## src/rtl/ser_pkg.sv

```systemverilog
package ser_pkg;
    localparam int unsigned DEF_RES_W = 12;

    function automatic int unsigned slot_bits(input int unsigned res_w);
        return $clog2(res_w + 1);
    endfunction
endpackage

```

## src/rtl/ser_frame_seq.sv

```systemverilog
module ser_frame_seq #(
    parameter int unsigned RES_W = ser_pkg::DEF_RES_W,
    localparam int unsigned SW = ser_pkg::slot_bits(RES_W)
) (
    input  logic          clk,
    input  logic          rst_n,
    input  logic          cs_n,
    output logic          start,
    output logic          active,
    output logic [SW-1:0] slot,
    output logic          ph,
    output logic          converting,
    output logic          decide,
    output logic          frame_end,
    output logic          strobe
);
    typedef struct packed {
        logic          active;
        logic [SW-1:0] slot;
        logic          ph;
        logic          cs_prev;
    } seq_t;

    seq_t seq_d, seq_q;

    assign start      = seq_q.cs_prev & ~cs_n & ~seq_q.active;
    assign active     = seq_q.active;
    assign slot       = seq_q.slot;
    assign ph         = seq_q.ph;
    assign converting = seq_q.active && (seq_q.slot < SW'(RES_W));
    assign decide     = converting && seq_q.ph;
    assign frame_end  = seq_q.active && seq_q.ph && (seq_q.slot == SW'(RES_W));
    assign strobe     = seq_q.active && (seq_q.slot == '0);

    always_comb begin
        seq_d         = seq_q;
        seq_d.cs_prev = cs_n;
        seq_d.ph      = ~seq_q.ph;
        if (start) begin
            seq_d.active = 1'b1;
            seq_d.slot   = '0;
            seq_d.ph     = 1'b0;
        end else if (seq_q.active && seq_q.ph) begin
            if (seq_q.slot == SW'(RES_W)) begin
                seq_d.active = 1'b0;
                seq_d.slot   = '0;
            end else begin
                seq_d.slot = seq_q.slot + 1'b1;
            end
        end
    end

    always_ff @(posedge clk) begin
        if (!rst_n) seq_q <= '0;
        else        seq_q <= seq_d;
    end

    AST_STRB_MIN_TWO: assert property (@(posedge clk) disable iff (!rst_n)
        $rose(strobe) |=> strobe);
    AST_STRB_MAX_TWO: assert property (@(posedge clk) disable iff (!rst_n)
        (strobe && $past(strobe)) |=> !strobe);
    AST_NO_RESTART: assert property (@(posedge clk) disable iff (!rst_n)
        (converting && $past(converting)) |-> (seq_q.slot >= $past(seq_q.slot)));
endmodule

```

## src/rtl/ser_sar_core.sv

```systemverilog
module ser_sar_core #(
    parameter int unsigned RES_W = ser_pkg::DEF_RES_W,
    localparam int unsigned SW = ser_pkg::slot_bits(RES_W)
) (
    input  logic             clk,
    input  logic             rst_n,
    input  logic             start,
    input  logic             converting,
    input  logic             decide,
    input  logic [SW-1:0]    slot,
    input  logic             cmp_i,
    output logic [RES_W-1:0] trial_code
);
    typedef struct packed {
        logic [RES_W-1:0] sar;
    } sar_t;

    sar_t sar_d, sar_q;
    logic [RES_W-1:0] onehot;
    localparam logic [RES_W-1:0] MSB_ONLY = {1'b1, {(RES_W-1){1'b0}}};

    assign onehot     = converting ? (MSB_ONLY >> slot) : '0;
    assign trial_code = sar_q.sar | onehot;

    always_comb begin
        sar_d = sar_q;
        if (start) begin
            sar_d.sar = '0;
        end else if (decide) begin
            if (cmp_i) sar_d.sar = sar_q.sar | onehot;
            else       sar_d.sar = sar_q.sar & ~onehot;
        end
    end

    always_ff @(posedge clk) begin
        if (!rst_n) sar_q <= '0;
        else        sar_q <= sar_d;
    end

    AST_FIRST_TRIAL_MSB: assert property (@(posedge clk) disable iff (!rst_n)
        start |=> (trial_code == MSB_ONLY));
endmodule

```

## src/rtl/ser_out_drv.sv

```systemverilog
module ser_out_drv (
    input  logic clk,
    input  logic rst_n,
    input  logic decide,
    input  logic frame_end,
    input  logic active,
    input  logic ph,
    input  logic cmp_i,
    input  logic free_run,
    input  logic cs_n,
    input  logic rd_n,
    output logic dout,
    output logic dout_oe,
    output logic sclk_out,
    output logic sclk_oe,
    output logic strb_oe
);
    typedef struct packed {
        logic dout;
    } drv_t;

    drv_t drv_d, drv_q;

    assign dout     = drv_q.dout;
    assign dout_oe  = ~cs_n;
    assign sclk_oe  = ~cs_n & ~rd_n;
    assign strb_oe  = ~cs_n & ~rd_n;
    assign sclk_out = ~ph & (free_run | active);

    always_comb begin
        drv_d = drv_q;
        if (decide)         drv_d.dout = cmp_i;
        else if (frame_end) drv_d.dout = 1'b0;
    end

    always_ff @(posedge clk) begin
        if (!rst_n) drv_q <= '0;
        else        drv_q <= drv_d;
    end

    AST_DOUT_LOW_IDLE: assert property (@(posedge clk) disable iff (!rst_n)
        !active |-> !drv_q.dout);
    AST_DOUT_ON_RISE: assert property (@(posedge clk) disable iff (!rst_n)
        !$stable(drv_q.dout) |-> $past(ph));
endmodule

```

## src/rtl/ser_adc_shifter.sv

```systemverilog
module ser_adc_shifter #(
    parameter int unsigned RES_W = ser_pkg::DEF_RES_W
) (
    input  logic             clk,
    input  logic             rst_n,
    input  logic             cs_n,
    input  logic             rd_n,
    input  logic             free_run,
    input  logic             cmp_i,
    output logic [RES_W-1:0] trial_code,
    output logic             busy_n,
    output logic             sclk_out,
    output logic             sclk_oe,
    output logic             strb_out,
    output logic             strb_oe,
    output logic             dout,
    output logic             dout_oe
);
    localparam int unsigned SW = ser_pkg::slot_bits(RES_W);

    logic          start, active, ph, converting, decide, frame_end, strobe;
    logic [SW-1:0] slot;

    ser_frame_seq #(.RES_W(RES_W)) seq_i (
        .clk(clk), .rst_n(rst_n), .cs_n(cs_n), .start(start), .active(active),
        .slot(slot), .ph(ph), .converting(converting), .decide(decide),
        .frame_end(frame_end), .strobe(strobe)
    );

    ser_sar_core #(.RES_W(RES_W)) sar_i (
        .clk(clk), .rst_n(rst_n), .start(start), .converting(converting),
        .decide(decide), .slot(slot), .cmp_i(cmp_i), .trial_code(trial_code)
    );

    ser_out_drv drv_i (
        .clk(clk), .rst_n(rst_n), .decide(decide), .frame_end(frame_end),
        .active(active), .ph(ph), .cmp_i(cmp_i), .free_run(free_run),
        .cs_n(cs_n), .rd_n(rd_n), .dout(dout), .dout_oe(dout_oe),
        .sclk_out(sclk_out), .sclk_oe(sclk_oe), .strb_oe(strb_oe)
    );

    assign busy_n   = ~converting;
    assign strb_out = strobe;

    AST_BUSY_WITH_STRB: assert property (@(posedge clk) disable iff (!rst_n)
        $fell(busy_n) |-> strb_out);
endmodule

```

## config.mk

```make
export PLATFORM = sky130hd
export DESIGN_NAME = ser_adc_shifter
export DESIGN_NICKNAME = d
export VERILOG_FILES = /design/src/rtl/ser_pkg.sv /design/src/rtl/ser_frame_seq.sv /design/src/rtl/ser_sar_core.sv /design/src/rtl/ser_out_drv.sv /design/src/rtl/ser_adc_shifter.sv
export SDC_FILE = /design/constraint.sdc
export NUM_CORES = 1
export LEC_CHECK = 0
export ABC_AREA = 1
export CAP_MARGIN = 30
export CORE_MARGIN = 2
export CORE_UTILIZATION = 32
export DETAILED_ROUTE_END_ITERATION = 8
export PLACE_DENSITY = 0.62
export SYNTH_ARGS = -nofsm -noshare
export SYNTH_HDL_FRONTEND = slang
export SYNTH_SLANG_ARGS = --single-unit
```

## constraint.sdc

```tcl
create_clock -name clk -period 2.9 [get_ports clk]
set_input_delay 0.29 -clock clk [delete_from_list [all_inputs] [get_ports clk]]
set_output_delay 0.29 -clock clk [all_outputs]
set_load 0.02 [all_outputs]
```

Yosys cells after proc, flatten, opt, wreduce, memory -nomap -nowiden
Index checks and enable logic that the tools add are counted.
{"block": "word_totals", "inputBits": 6, "elab_cells": 43, "ff_bits": 20, "output_inout_bits": 19}
{"block": "op_classes", "n_mux": 8, "eq_ne": 1, "n_reduce_logical": 11, "n_lt_le_gt_ge": 1, "n_addsub": 1, "shift": 1, "bitwise_logic": 14}
{"op": "$mux 12", "count": 2}
{"op": "$and 12x12->12", "count": 1}
{"op": "$not 12->12", "count": 1}
{"op": "$or 12x12->12", "count": 1}
{"op": "$shr 12x4->12 const A", "count": 1}
{"op": "$mux 5", "count": 2}
{"op": "$not 1->1", "count": 6}
{"op": "$reduce_bool 2->1", "count": 3}
{"op": "$logic_and 1x1->1", "count": 5}
{"op": "$add 4x1->4 const B", "count": 1}
{"op": "$and 1x1->1", "count": 4}
{"op": "$eq 4x4->1 const B", "count": 1}
{"op": "$logic_not 4->1", "count": 1}
{"op": "$lt 4x4->1 const B", "count": 1}
{"op": "$mux 4", "count": 1}
{"op": "$mux 1", "count": 3}
{"op": "$reduce_and 2->1", "count": 1}
{"op": "$reduce_or 2->1", "count": 1}
{"op": "$or 1x1->1", "count": 1}

Logic depth before layout (Yosys ltp)
{"block": "depth", "word_depth": 6, "mapped_depth": 9, "mapped_depth_nobuf": 8}

Hierarchy
A second synthesis with hierarchy kept.
{"block": "unflattened", "cells_unflattened": 200, "hier_area_um2": 1233.7}
{"module": "ser_sar_core", "area_each_um2": 748.2, "n_inst": 1, "cells_per_inst": 128, "seq_area_each_um2": 240.2}
{"module": "ser_frame_seq", "area_each_um2": 415.4, "n_inst": 1, "cells_per_inst": 59, "seq_area_each_um2": 140.1}
{"module": "ser_out_drv", "area_each_um2": 66.3, "n_inst": 1, "cells_per_inst": 12, "seq_area_each_um2": 20.0}
{"module": "ser_adc_shifter", "area_each_um2": 3.8, "n_inst": 1, "cells_per_inst": 1, "seq_area_each_um2": 0.0}

Worst setup path after synthesis
OpenSTA, ideal clock, no wires.
{"block": "synth_path", "path_kind": "register to output", "start": "register seq_i.seq_q (netlist bit seq_i.slot[0])", "end": "output port trial_code[0]", "required_ns": 2.610, "path_stages_with_launch": 5, "t_arrival_ns": 1.298, "path_slack_ns": 1.312, "path_buffers": 0, "path_cell_list": "dfxtp_1 > ha_1 > ha_1 > nand2_4 > o21ai_0"}
{"block": "synth_between", "elab_chain_cells": 4, "elab_cells_between_ends": 5, "cone_classes": "1 x order compare; 1 x shift; 1 x mux; 1 x bitwise; 1 x reduce/logical"}
{"element": "start, declared", "line": "ser_frame_seq.sv:24", "source": "seq_t seq_d, seq_q;"}
{"element": "start signal, assigned", "line": "ser_frame_seq.sv:55", "source": "else seq_q <= seq_d;"}
{"element": "$lt 4x4->1", "line": "ser_frame_seq.sv:30", "source": "assign converting = seq_q.active && (seq_q.slot < SW'(RES_W));"}
{"element": "$logic_and 1x1->1", "line": "ser_frame_seq.sv:30"}
{"element": "$mux 12 (*)", "line": "ser_sar_core.sv:22", "source": "assign onehot = converting ? (MSB_ONLY >> slot) : '0;"}
{"element": "$or 12x12->12 (*)", "line": "ser_sar_core.sv:23", "source": "assign trial_code = sar_q.sar | onehot;"}
{"element": "end, declared", "line": "ser_adc_shifter.sv:10", "source": "output logic [RES_W-1:0] trial_code,"}
Every way passes the cells marked *; elsewhere a longest branch is shown, timed or not.

Worst setup path in the final report
{"block": "layout_path", "start": "register seq_i.seq_q (netlist bit seq_i.slot[2])", "end": "output port trial_code[8]"}
Same word-level chain as after synthesis.

==> reports/metrics.yaml <==
min_path:
  min_path_type: "register to register"
cts:
  cts.repair.resized: 0
  cts_tree: "yes"
  htreeDepth: 1
  postCtsSetupBuffers: 0
  cts_buffer_depth: 2
  cts-buffers-inserted: 3
  clk_latency_ns: 0.26
  clk_pin_slew_ns: 0.07
  cts-root-buf: "clkbuf_8"
  cts_sinks: 20
  cts.hold.buffers_added: 0
sta:
  fin_crit_ns: 2.466
  fmax_mhz: 405.6
  slew_violations: 0
  final.setup.tns_ns: 0
  rsz0062_at_grt: "false"
  worst_pin_slew_ns: 0.4531
  fin_crit_sh_pct: 85.02
  finClkSkew_ns: 0.001350
  slew_headroom_pct: 69.75
  hold_viol: 0
  setup_viol: 0
  fin_ws_ns: 0.4343
pwr:
  p_leak_uw: 0.0007346
  ir_worst_vdd_uv: 200.1
  power.density_nw_per_um2: 352.3
yosys:
  synth.distinct_cells: 25
  ys_seq_elements: 20
  ys_warn_count: 0
  syn-cell-area_um2: 1308
  synth_edf_count: 0
  synth_area_leaders: "dfxtp_1, nand2_1, inv_1, nor2_1, nand3_1"
  netlist_instances: 199
  netlist.area_leader.share_pct: 30.62
  ys_seq_area_share_pct: 30.62
  synth_common_cells: "nand2_1, inv_1, nor2_1"
  yosys.area.top_type: "dfxtp_1"
  yosysMostFrequentCell: "nand2_1"
  syn_avg_cell_area_um2: 6.570
  synth_flop_cell: "dfxtp_1"
  async_flop_share_pct: 0
  syn_nets: 211
placed_design:
  pre_cts_ws_ns: 0.7259
  place_congestion: 0.8023
  dp_hpwl_um: 2137
  portBuffers: 24
worst_setup_path:
  critPathRequiredTime_ns: 2.61
  cp-start-kind: "register"
  crit_buf_inv: 2
  cp_data_arrival_time_ns: 2.18
  critPathKind: "register to primary output"
  path_delay_family: "buffers and inverters"
  cpMaxStageDelayCell: "dfxtp_1"
  worstPathCellList: "inv_2 -> ha_1 -> nand2_4 -> nor2_4 -> or2_2 -> clkdlybuf4s50_1"
  cp-end-kind: "primary output"
  critPathMaxStageDelay_ns: 0.60
  worstPathMaxFanout: 9
die:
  start_util_pct: 32.92
  die_h_um: 67.92
  die_w_um: 67.92
  io_pins: 25
  rows: 23
  core-area_um2: 3971
  die_area_um2: 4613
drt:
  vias: 1215
  drcViolationCount: 0
  first_pass_iters: 4
  drt_iter0_drc: 53
  viasPerCell: 4.467
  ant_nets: 0
  wl_um: 2878
  wire_per_inst_um: 10.58
grt:
  grt_start_max_net_pins: 27
  grt_pass1_vias: 1097
  grtUsageTotal_pct: 14.30
  grt_overflow_total: 0
  antenna_found_initial: 0
  grt_pass1_wl_um: 4968
layout:
  num_antenna_cells: 0
  synthToLayoutAreaGrowth_pct: 24.12
  fin_util_pct: 40.86
  drive_gt1_share_pct: 12.61
  fin_nets: 235
run_status:
  outcome: "finished, final reports clean"
run:
  drv_cap: 0
==> report_power, final <==
group	internal (uW)	total, uW	switching, uW	leakage [uW]
clock	121	212	91.7	0.0000288
combinational	28.5	75.5	47.0	0.000544
sequential	278	284	5.41	0.000162
==> placed cells by master, fill, tap and decap left out, drive strengths merged <==
master	netlist	routed
nand2	49	49
clkbuf	0	4
nand3b	1	1
ha	6	6
or2	1	1
nand4	3	3
inv	34	34
dfxtp	20	20
a21oi	3	3
nor2	36	36
nor3	1	1
buf	7	2
nand3	22	22
clkdlybuf4s50	0	24
clkinv	4	4
o21ai	12	12
==> final timing paths <==
check,startpoint,to,slack (ns),depth (start not counted)
max,seq_i.slot[2],trial_code[8],0.43,6
max reg2reg,seq_i.active,seq_i.slot[3],1.41,6
min reg2reg,register,register,0.46,2
min,register,register,0.46,2
==> cell type report <==
type	instances	area, um^2
Sequential cell	20	400.4
Fill cell	416	2349
Timing Repair Buffer	26	255.2
Multi-Input combinational cell	134	699.4
Tap cell	50	62.56
Inverter	38	150.1
Clock buffer	4	55.05
==> logic make-up (layout without fill, tap and decap cells) <==
logic type | count (synthesis) | count (layout) | synth area share, %
and+or+nand+nor | 113 | 113 | 42.01
AOI/OAI and AO/OA | 15 | 15 | 5.741
buffers and inverters | 45 | 68 | 15.88
DFF | 20 | 20 | 30.62
adders and majority gates | 6 | 6 | 5.741
==> per-stage QoR <==
step | cells | power [uW] | instance area, um^2 | hold slack (ns)
after CTS | 272 | 584.5 | 1623 | 0.4645
after global placement | 268 | 365.3 | 1568 | 0.4485
after detailed placement | 268 | 365.8 | 1568 | 0.4537
final | 272 | 571.8 | 1623 | 0.4582
after floorplan | 199 | 338.6 | 1308 | 0.3835
after global routing | 272 | 605.8 | 1623 | 0.4880
==> metal layers <==
metal  vias up  global-route usage [%]  wire length [um]  part of all wire [%]
li1        647                       -                 -                     -
met1       541                   18.14              1377                    48
met2        25                   23.54              1354                    47
met3         2                   4.276               121                   4.2
met4         0                   3.750                25                  0.87
met5         -                       0                 0                     0
==> worst min-delay path: cells and delay by family, from the launching register on <==
family / cells / cell delay, ns
AO/OA/AOI/OAI: 1 / 0.05
flip-flops: 1 / 0.31
AND/OR/NAND/NOR: 1 / 0.06
Power figures use the tool's default switching activity.
